<file path="src/rtl/lcd_if_pkg.sv">
// Package: shared types and command codes of the LCD host interface.
// Assumes: 8-bit host data bus, at most 4 pages.
package lcd_if_pkg;
    typedef enum logic {BUS_STROBE = 1'b0, BUS_ENABLE = 1'b1} bus_style_e;

    localparam logic [7:0] CMD_PAGE_MASK = 8'hFC;
    localparam logic [7:0] CMD_PAGE      = 8'hB8;
    localparam logic [7:0] CMD_DISP_MASK = 8'hFE;
    localparam logic [7:0] CMD_DISP      = 8'hAE;
    localparam logic [7:0] CMD_RMW_ON    = 8'hE0;
    localparam logic [7:0] CMD_RMW_OFF   = 8'hEE;

    typedef struct packed {
        logic       rd_go;  // a read strobe just ended
        logic       wr_go;  // a write strobe just ended
        logic       a0;     // A0 sampled while the strobe was active
        logic [7:0] data;   // write data sampled while the strobe was active
    } bus_evt_t;
endpackage

</file>
<file path="src/rtl/lcd_bus_front.sv">
// Module: lcd_bus_front
// Turns the host pins of either bus style into one end-of-access event per
// read or write. Assumes pins are synchronous to clk and stable for at least
// one clock edge while the strobe is active.
module lcd_bus_front
    import lcd_if_pkg::*;
(
    input  logic     clk,
    input  logic     rst_n,
    input  logic     bus_style,
    input  logic     cs_n,
    input  logic     a0,
    input  logic     en_rd,
    input  logic     rw_wr,
    input  logic [7:0] d_in,
    output logic     rd_act,
    output bus_evt_t evt
);
    bus_style_e mode_q;
    logic       wr_act;
    logic       p_rd, p_wr, p_a0;
    logic [7:0] p_d;

    // Latch the bus style from the strap while reset is held.
    always_ff @(posedge clk) begin
        if (!rst_n) mode_q <= bus_style_e'(bus_style);
    end

    // Decode the active read/write strobe for the selected style.
    always_comb begin
        if (mode_q == BUS_ENABLE) begin
            rd_act = !cs_n && en_rd && rw_wr;
            wr_act = !cs_n && en_rd && !rw_wr;
        end else begin
            rd_act = !cs_n && !en_rd;
            wr_act = !cs_n && !rw_wr;
        end
    end

    // Remember strobe state, A0 and data from the previous edge.
    always_ff @(posedge clk) begin
        if (!rst_n) begin
            p_rd <= 1'b0;
            p_wr <= 1'b0;
            p_a0 <= 1'b0;
            p_d  <= '0;
        end else begin
            p_rd <= rd_act;
            p_wr <= wr_act;
            p_a0 <= a0;
            p_d  <= d_in;
        end
    end

    // An access completes on the edge its strobe is first seen inactive.
    always_comb begin
        evt.rd_go = p_rd && !rd_act;
        evt.wr_go = p_wr && !wr_act;
        evt.a0    = p_a0;
        evt.data  = p_d;
    end
endmodule

</file>
<file path="src/rtl/lcd_dram.sv">
// Module: lcd_dram
// Display memory of PAGES x COLS bytes, synchronous write, combinational read.
// Assumes the caller only writes in-range columns; out-of-range reads return 0.
module lcd_dram #(
    parameter int COLS  = 80,
    parameter int PAGES = 4,
    localparam int CW    = $clog2(COLS + 1),
    localparam int PW    = (PAGES > 1) ? $clog2(PAGES) : 1,
    localparam int DEPTH = PAGES * COLS,
    localparam int AW    = $clog2(DEPTH + COLS + 1)
) (
    input  logic          clk,
    input  logic          we,
    input  logic [PW-1:0] page,
    input  logic [CW-1:0] col,
    input  logic [7:0]    wdata,
    output logic [7:0]    rdata
);
    logic [7:0]    mem [DEPTH];
    logic [AW-1:0] idx;

    // Linear byte index of (page, column).
    assign idx = AW'(page) * AW'(COLS) + AW'(col);

    // Store a byte on an accepted write.
    always_ff @(posedge clk) begin
        if (we) mem[idx] <= wdata;
    end

    // Return the addressed byte, zero when out of range.
    assign rdata = (idx < AW'(DEPTH)) ? mem[idx] : 8'h00;
endmodule

</file>
<file path="src/rtl/lcd_ctrl_core.sv">
// Module: lcd_ctrl_core
// Address counters, mode flags, busy timer and read latch. Consumes one bus
// event per access. Assumes PAGES <= 4 and COLS <= 127.
module lcd_ctrl_core
    import lcd_if_pkg::*;
#(
    parameter int COLS     = 80,
    parameter int PAGES    = 4,
    parameter int BUSY_CYC = 12,
    localparam int CW = $clog2(COLS + 1),
    localparam int PW = (PAGES > 1) ? $clog2(PAGES) : 1,
    localparam int BW = $clog2(BUSY_CYC + 1)
) (
    input  logic          clk,
    input  logic          rst_n,
    input  bus_evt_t      evt,
    input  logic [7:0]    ram_rdata,
    output logic          ram_we,
    output logic [CW-1:0] col_q,
    output logic [PW-1:0] page_q,
    output logic [7:0]    latch_q,
    output logic [7:0]    status,
    output logic          busy,
    output logic          rmw_q,
    output logic          cmd_go,
    output logic          dwr_go,
    output logic          drd_go
);
    logic [BW-1:0] bcnt_q;
    logic          disp_on_q;
    logic          col_ok;

    // Qualify events: nothing but status reads while busy.
    always_comb begin
        busy   = (bcnt_q != '0);
        cmd_go = evt.wr_go && !evt.a0 && !busy;
        dwr_go = evt.wr_go &&  evt.a0 && !busy;
        drd_go = evt.rd_go &&  evt.a0 && !busy;
        col_ok = (col_q < CW'(COLS));
        ram_we = dwr_go && col_ok;
        status = {busy, 1'b0, !disp_on_q, 5'b0};
    end

    // Column counter: preset with clamp, saturating advance.
    always_ff @(posedge clk) begin
        if (!rst_n) begin
            col_q <= '0;
        end else if (cmd_go && !evt.data[7]) begin
            col_q <= (evt.data[6:0] > 7'(COLS)) ? CW'(COLS) : CW'(evt.data[6:0]);
        end else if ((dwr_go || (drd_go && !rmw_q)) && col_ok) begin
            col_q <= col_q + 1'b1;
        end
    end

    // Page register, mode flags.
    always_ff @(posedge clk) begin
        if (!rst_n) begin
            page_q    <= PW'(PAGES - 1);
            disp_on_q <= 1'b0;
            rmw_q     <= 1'b0;
        end else if (cmd_go) begin
            if ((evt.data & CMD_PAGE_MASK) == CMD_PAGE) page_q <= evt.data[PW-1:0];
            if ((evt.data & CMD_DISP_MASK) == CMD_DISP) disp_on_q <= evt.data[0];
            if (evt.data == CMD_RMW_ON)  rmw_q <= 1'b1;
            if (evt.data == CMD_RMW_OFF) rmw_q <= 1'b0;
        end
    end

    // Busy timer, reloaded by each accepted command or display write.
    always_ff @(posedge clk) begin
        if (!rst_n)                bcnt_q <= '0;
        else if (cmd_go || dwr_go) bcnt_q <= BW'(BUSY_CYC);
        else if (busy)             bcnt_q <= bcnt_q - 1'b1;
    end

    // Read latch, reloaded from memory at the end of each display read.
    always_ff @(posedge clk) begin
        if (!rst_n)      latch_q <= '0;
        else if (drd_go) latch_q <= col_ok ? ram_rdata : 8'h00;
    end
endmodule

</file>
<file path="src/rtl/lcd_host_if.sv">
// Module: lcd_host_if (top)
// Host bus port of an LCD controller: bus front end, control core and display
// memory. The data bus is split into d_in/d_out with a drive enable.
module lcd_host_if
    import lcd_if_pkg::*;
#(
    parameter int COLS     = 80,
    parameter int PAGES    = 4,
    parameter int BUSY_CYC = 12,
    localparam int CW = $clog2(COLS + 1),
    localparam int PW = (PAGES > 1) ? $clog2(PAGES) : 1
) (
    input  logic       clk,
    input  logic       rst_n,
    input  logic       bus_style,
    input  logic       cs_n,
    input  logic       a0,
    input  logic       en_rd,
    input  logic       rw_wr,
    input  logic [7:0] d_in,
    output logic [7:0] d_out,
    output logic       d_oe
);
    bus_evt_t      evt;
    logic          rd_act, ram_we, busy, rmw_q, cmd_go, dwr_go, drd_go;
    logic [CW-1:0] col_q;
    logic [PW-1:0] page_q;
    logic [7:0]    latch_q, status, ram_rdata;

    lcd_bus_front u_front (
        .clk(clk), .rst_n(rst_n), .bus_style(bus_style), .cs_n(cs_n),
        .a0(a0), .en_rd(en_rd), .rw_wr(rw_wr), .d_in(d_in),
        .rd_act(rd_act), .evt(evt)
    );

    lcd_ctrl_core #(.COLS(COLS), .PAGES(PAGES), .BUSY_CYC(BUSY_CYC)) u_core (
        .clk(clk), .rst_n(rst_n), .evt(evt), .ram_rdata(ram_rdata),
        .ram_we(ram_we), .col_q(col_q), .page_q(page_q), .latch_q(latch_q),
        .status(status), .busy(busy), .rmw_q(rmw_q), .cmd_go(cmd_go),
        .dwr_go(dwr_go), .drd_go(drd_go)
    );

    lcd_dram #(.COLS(COLS), .PAGES(PAGES)) u_dram (
        .clk(clk), .we(ram_we), .page(page_q), .col(col_q),
        .wdata(evt.data), .rdata(ram_rdata)
    );

    // Drive the latch or the status byte while a read strobe is active.
    assign d_out = a0 ? latch_q : status;
    assign d_oe  = rd_act;
endmodule

</file>
<file path="config.mk">
export PLATFORM = sky130hd
export DESIGN_NAME = lcd_host_if
export DESIGN_NICKNAME = d
export VERILOG_FILES = /design/src/rtl/lcd_if_pkg.sv /design/src/rtl/lcd_bus_front.sv /design/src/rtl/lcd_dram.sv /design/src/rtl/lcd_ctrl_core.sv /design/src/rtl/lcd_host_if.sv
export SDC_FILE = /design/constraint.sdc
export NUM_CORES = 2
export LEC_CHECK = 0
export BUFFER_PORTS_ARGS = -buffer_cell sky130_fd_sc_hd__buf_2
export CAP_MARGIN = 20
export CORE_MARGIN = 2
export CORE_UTILIZATION = 40
export DETAILED_ROUTE_END_ITERATION = 8
export GPL_TIMING_DRIVEN = 0
export PLACE_DENSITY = 0.66
export SLEW_MARGIN = 20
export SYNTH_ARGS = -nofsm -noshare
export SYNTH_HDL_FRONTEND = slang
export SYNTH_SLANG_ARGS = --single-unit
</file>
<file path="constraint.sdc">
create_clock -name clk -period 8.1 [get_ports clk]
set_input_delay 0.405 -clock clk [delete_from_list [all_inputs] [get_ports clk]]
set_output_delay 0.405 -clock clk [all_outputs]
set_load 0.01 [all_outputs]
</file>
==> qor.yml <==
outcome:
  status: "complete, no violations"
sta:
  period_minus_slack_ps: 6720
  clock.fmax_ghz: 0.149
  min_period_over_period_pct: 82.9
  setup_ws_ps: 1380
  skew_ps: 78.6
  tightest_slew_ps: 1430
  report.final.setup_viol: 0
  finalMaxSlewViolations: 0
  finalHoldViolCount: 0
  rsz0062_at_grt: "no"
  slew_headroom_pct: 4.96
critical_path:
  arrival_ps: 7500
  max_stage_delay_ps: 1120
  cp_max_fo: 13
  critPathCaptureType: "flip-flop"
  cp.buffers_inverters: 6
  critPathKind: "flip-flop to flip-flop"
  cp_top_family: "buffers and inverters"
  crit_chain: "buf_4, buf_6, buf_6, buf_4, buf_2, buf_2, mux4_2, a22oi_1, a21oi_1, nor4_1, a41oi_1"
  cp_slowest_cell: "buf_2"
  worstSetupStartpointType: "flip-flop"
  critical_path_required_ps: 8880
grt:
  grt_max_degree: 81
  antenna_found_initial: 56
  grt_pass1_wl_um: 529000
  grt-ovfl-total: 0
  grt_usage_pct: 31.9
  grt_pass1_vias: 54100
detailed_routing:
  wl_per_cell_um: 47.5
  wl_um: 415000
  vias_per_cell: 6.75
  drtIter0Drc: 12200
  first_pass_iters: 9
  dr_total_vias: 58900
  drc: 0
  ant_nets: 0
floorplan:
  start_util_pct: 40.2
  num_rows: 184
  die_y_um: 506
  num_io_pins: 24
  coreArea_um2: 251000
  die_area_um2: 256000
  fp.dieW_um: 506
synth:
  yosysMostFrequentCell: "edfxtp_1"
  synthTopCellsByCount: "2,561 x edfxtp_1, 608 x mux4_2, 364 x nor2_1"
  ys_seq_area_share_pct: 77.0
  yosys_warnings: 0
  synth-async-reset-ratio_pct: 0
  ys_ff_latch: 2595
  ys_types: 78
  synth_top_area_share_pct: 76.3
  ys.flop_type: "edfxtp_1"
  syn_inst: 4774
  syn_area_um2: 101000
  synthTopCellsByArea: "edfxtp_1 76%, mux4_2 14%, mux2i_1 1.4%"
  syn-mean-instance-area_um2: 21.1
  synth.largest_area_cell: "edfxtp_1"
  synth-edff-count: 2561
  syn_nets: 4798
clock_tree:
  clock_sinks: 2595
  clock_path_buffers: 4
  cts_inserted_buffers: 275
  post_cts_buffers: 0
  postCtsHoldBufs: 14
  clk_pin_slew_worst_paths_ps: 70
  cts_tree: "built"
  ctsResizeCount: 0
  root_buffer: "clkbuf_16"
  clock_latency_ps: 990
  htreeDepth: 5
place:
  dp_cells: 8232
  portBuffers: 21
  gp_congestion: 1.06
  place_ws_ps: 1720
  hpwlAfterDp_um: 276000
  place_area_um2: 107000
final_layout:
  final_area_um2: 116000
  finalNonFillerCells: 8738
  finalNetCount: 5199
  drive_above_1_share_pct: 25.4
  syn_to_final_growth_pct: 15.0
pwr:
  powerDensity_nw_per_um2: 252
  peakVddDrop_mv: 0.261
  p_leak_nw: 35.5
min_path:
  min_path_type: "primary input to flip-flop"
job:
  maxCapViolCount: 0
## sequential cells by signal (all words and copies together) (netlist names)
register          cells
u_core.page_q         2
u_dram.mem         2560
u_front.p_a0          1
u_core.col_q          7
u_front.p_d           8
u_front.p_wr          1
u_core.rmw_q          1
u_front.mode_q        1
u_core.bcnt_q         4
u_core.latch_q        8
u_front.p_rd          1
u_core.disp_on_q      1
## stage by stage
step	setup TNS, ps	power [mW]	utilization, %	hold WS, ps
2_1_floorplan	0	16.0	-	458
3_3_place_gp	-4944700	17.1	41.9	489
3_5_place_dp	0	17.1	42.8	491
4_1_cts	0	29.0	46.2	33.1
5_1_grt	0	29.6	46.2	107
6_report	0	29.2	46.2	72.4
## cells by family after synthesis
family | Yosys count | share of synthesized area [%]
fa+ha+maj | 9 | 0.119
mux | 769 | 15.2
xor+xnor | 7 | 0.0683
flops | 2595 | 77.0
simple gates | 617 | 2.71
buf+inv | 302 | 1.61
compound gates | 475 | 3.33
## layout by cell type (no fill, tap or decap), types with 19 or more instances in the layout
cell,n
buf_12,33
clkbuf_1,110
o21ai_0,48
clkinv_2,35
clkbuf_2,72
nand2_1,85
and2_1,25
nand3_1,36
mux2i_1,146
buf_2,105
nor2b_1,19
dfxtp_1,26
a21oi_1,84
diode_2,30
nor2_1,361
buf_4,58
clkbuf_16,283
bufinv_16,21
clkinv_1,52
a221oi_1,33
a22o_1,27
a22oi_1,151
buf_6,28
buf_16,46
o22ai_1,19
edfxtp_1,2561
mux4_2,608
## worst reg2reg max path, delay by kind of cell (launching register included)
family          cells  cell delay, ps
mux                 1             490
flops               1             410
simple gates        1             620
compound gates      3            1290
buf+inv             6            3730
## final timing paths
check	slack, ps	to	cells past startpoint	startpoint
max	1380	u_core.latch_q[3]	11	u_core.col_q[1]
min	70	u_core.latch_q[2]	3	rst_n
max reg2reg	1380	u_core.latch_q[3]	11	u_core.col_q[1]
min reg2reg	500	u_core.disp_on_q	2	u_core.disp_on_q
## routing by layer
metal	global-route usage, %	wire, um	up-vias
met4	23.7	36900	24
met5	0	165	-
met3	14.1	67400	1328
met2	44.5	175000	5828
li1	-	-	20800
met1	39.0	136000	30900
## layout make-up
class	instances	area [um2]
Antenna cell	30	75.1
Buffer	294	1690
Clock buffer	343	7340
Clock inverter	119	1100
Fill cell	20700	135000
Inverter	8	30.0
Multi-Input combinational cell	1877	21700
Sequential cell	2595	77600
Tap cell	3348	4190
Timing Repair Buffer	124	2270
## power breakdown
group	internal [mW]	switching, mW
Clock	7.06	5.22
Combinational	0.585	1.55
Sequential	14.8	0.0494
Power figures use the tool's default switching activity.
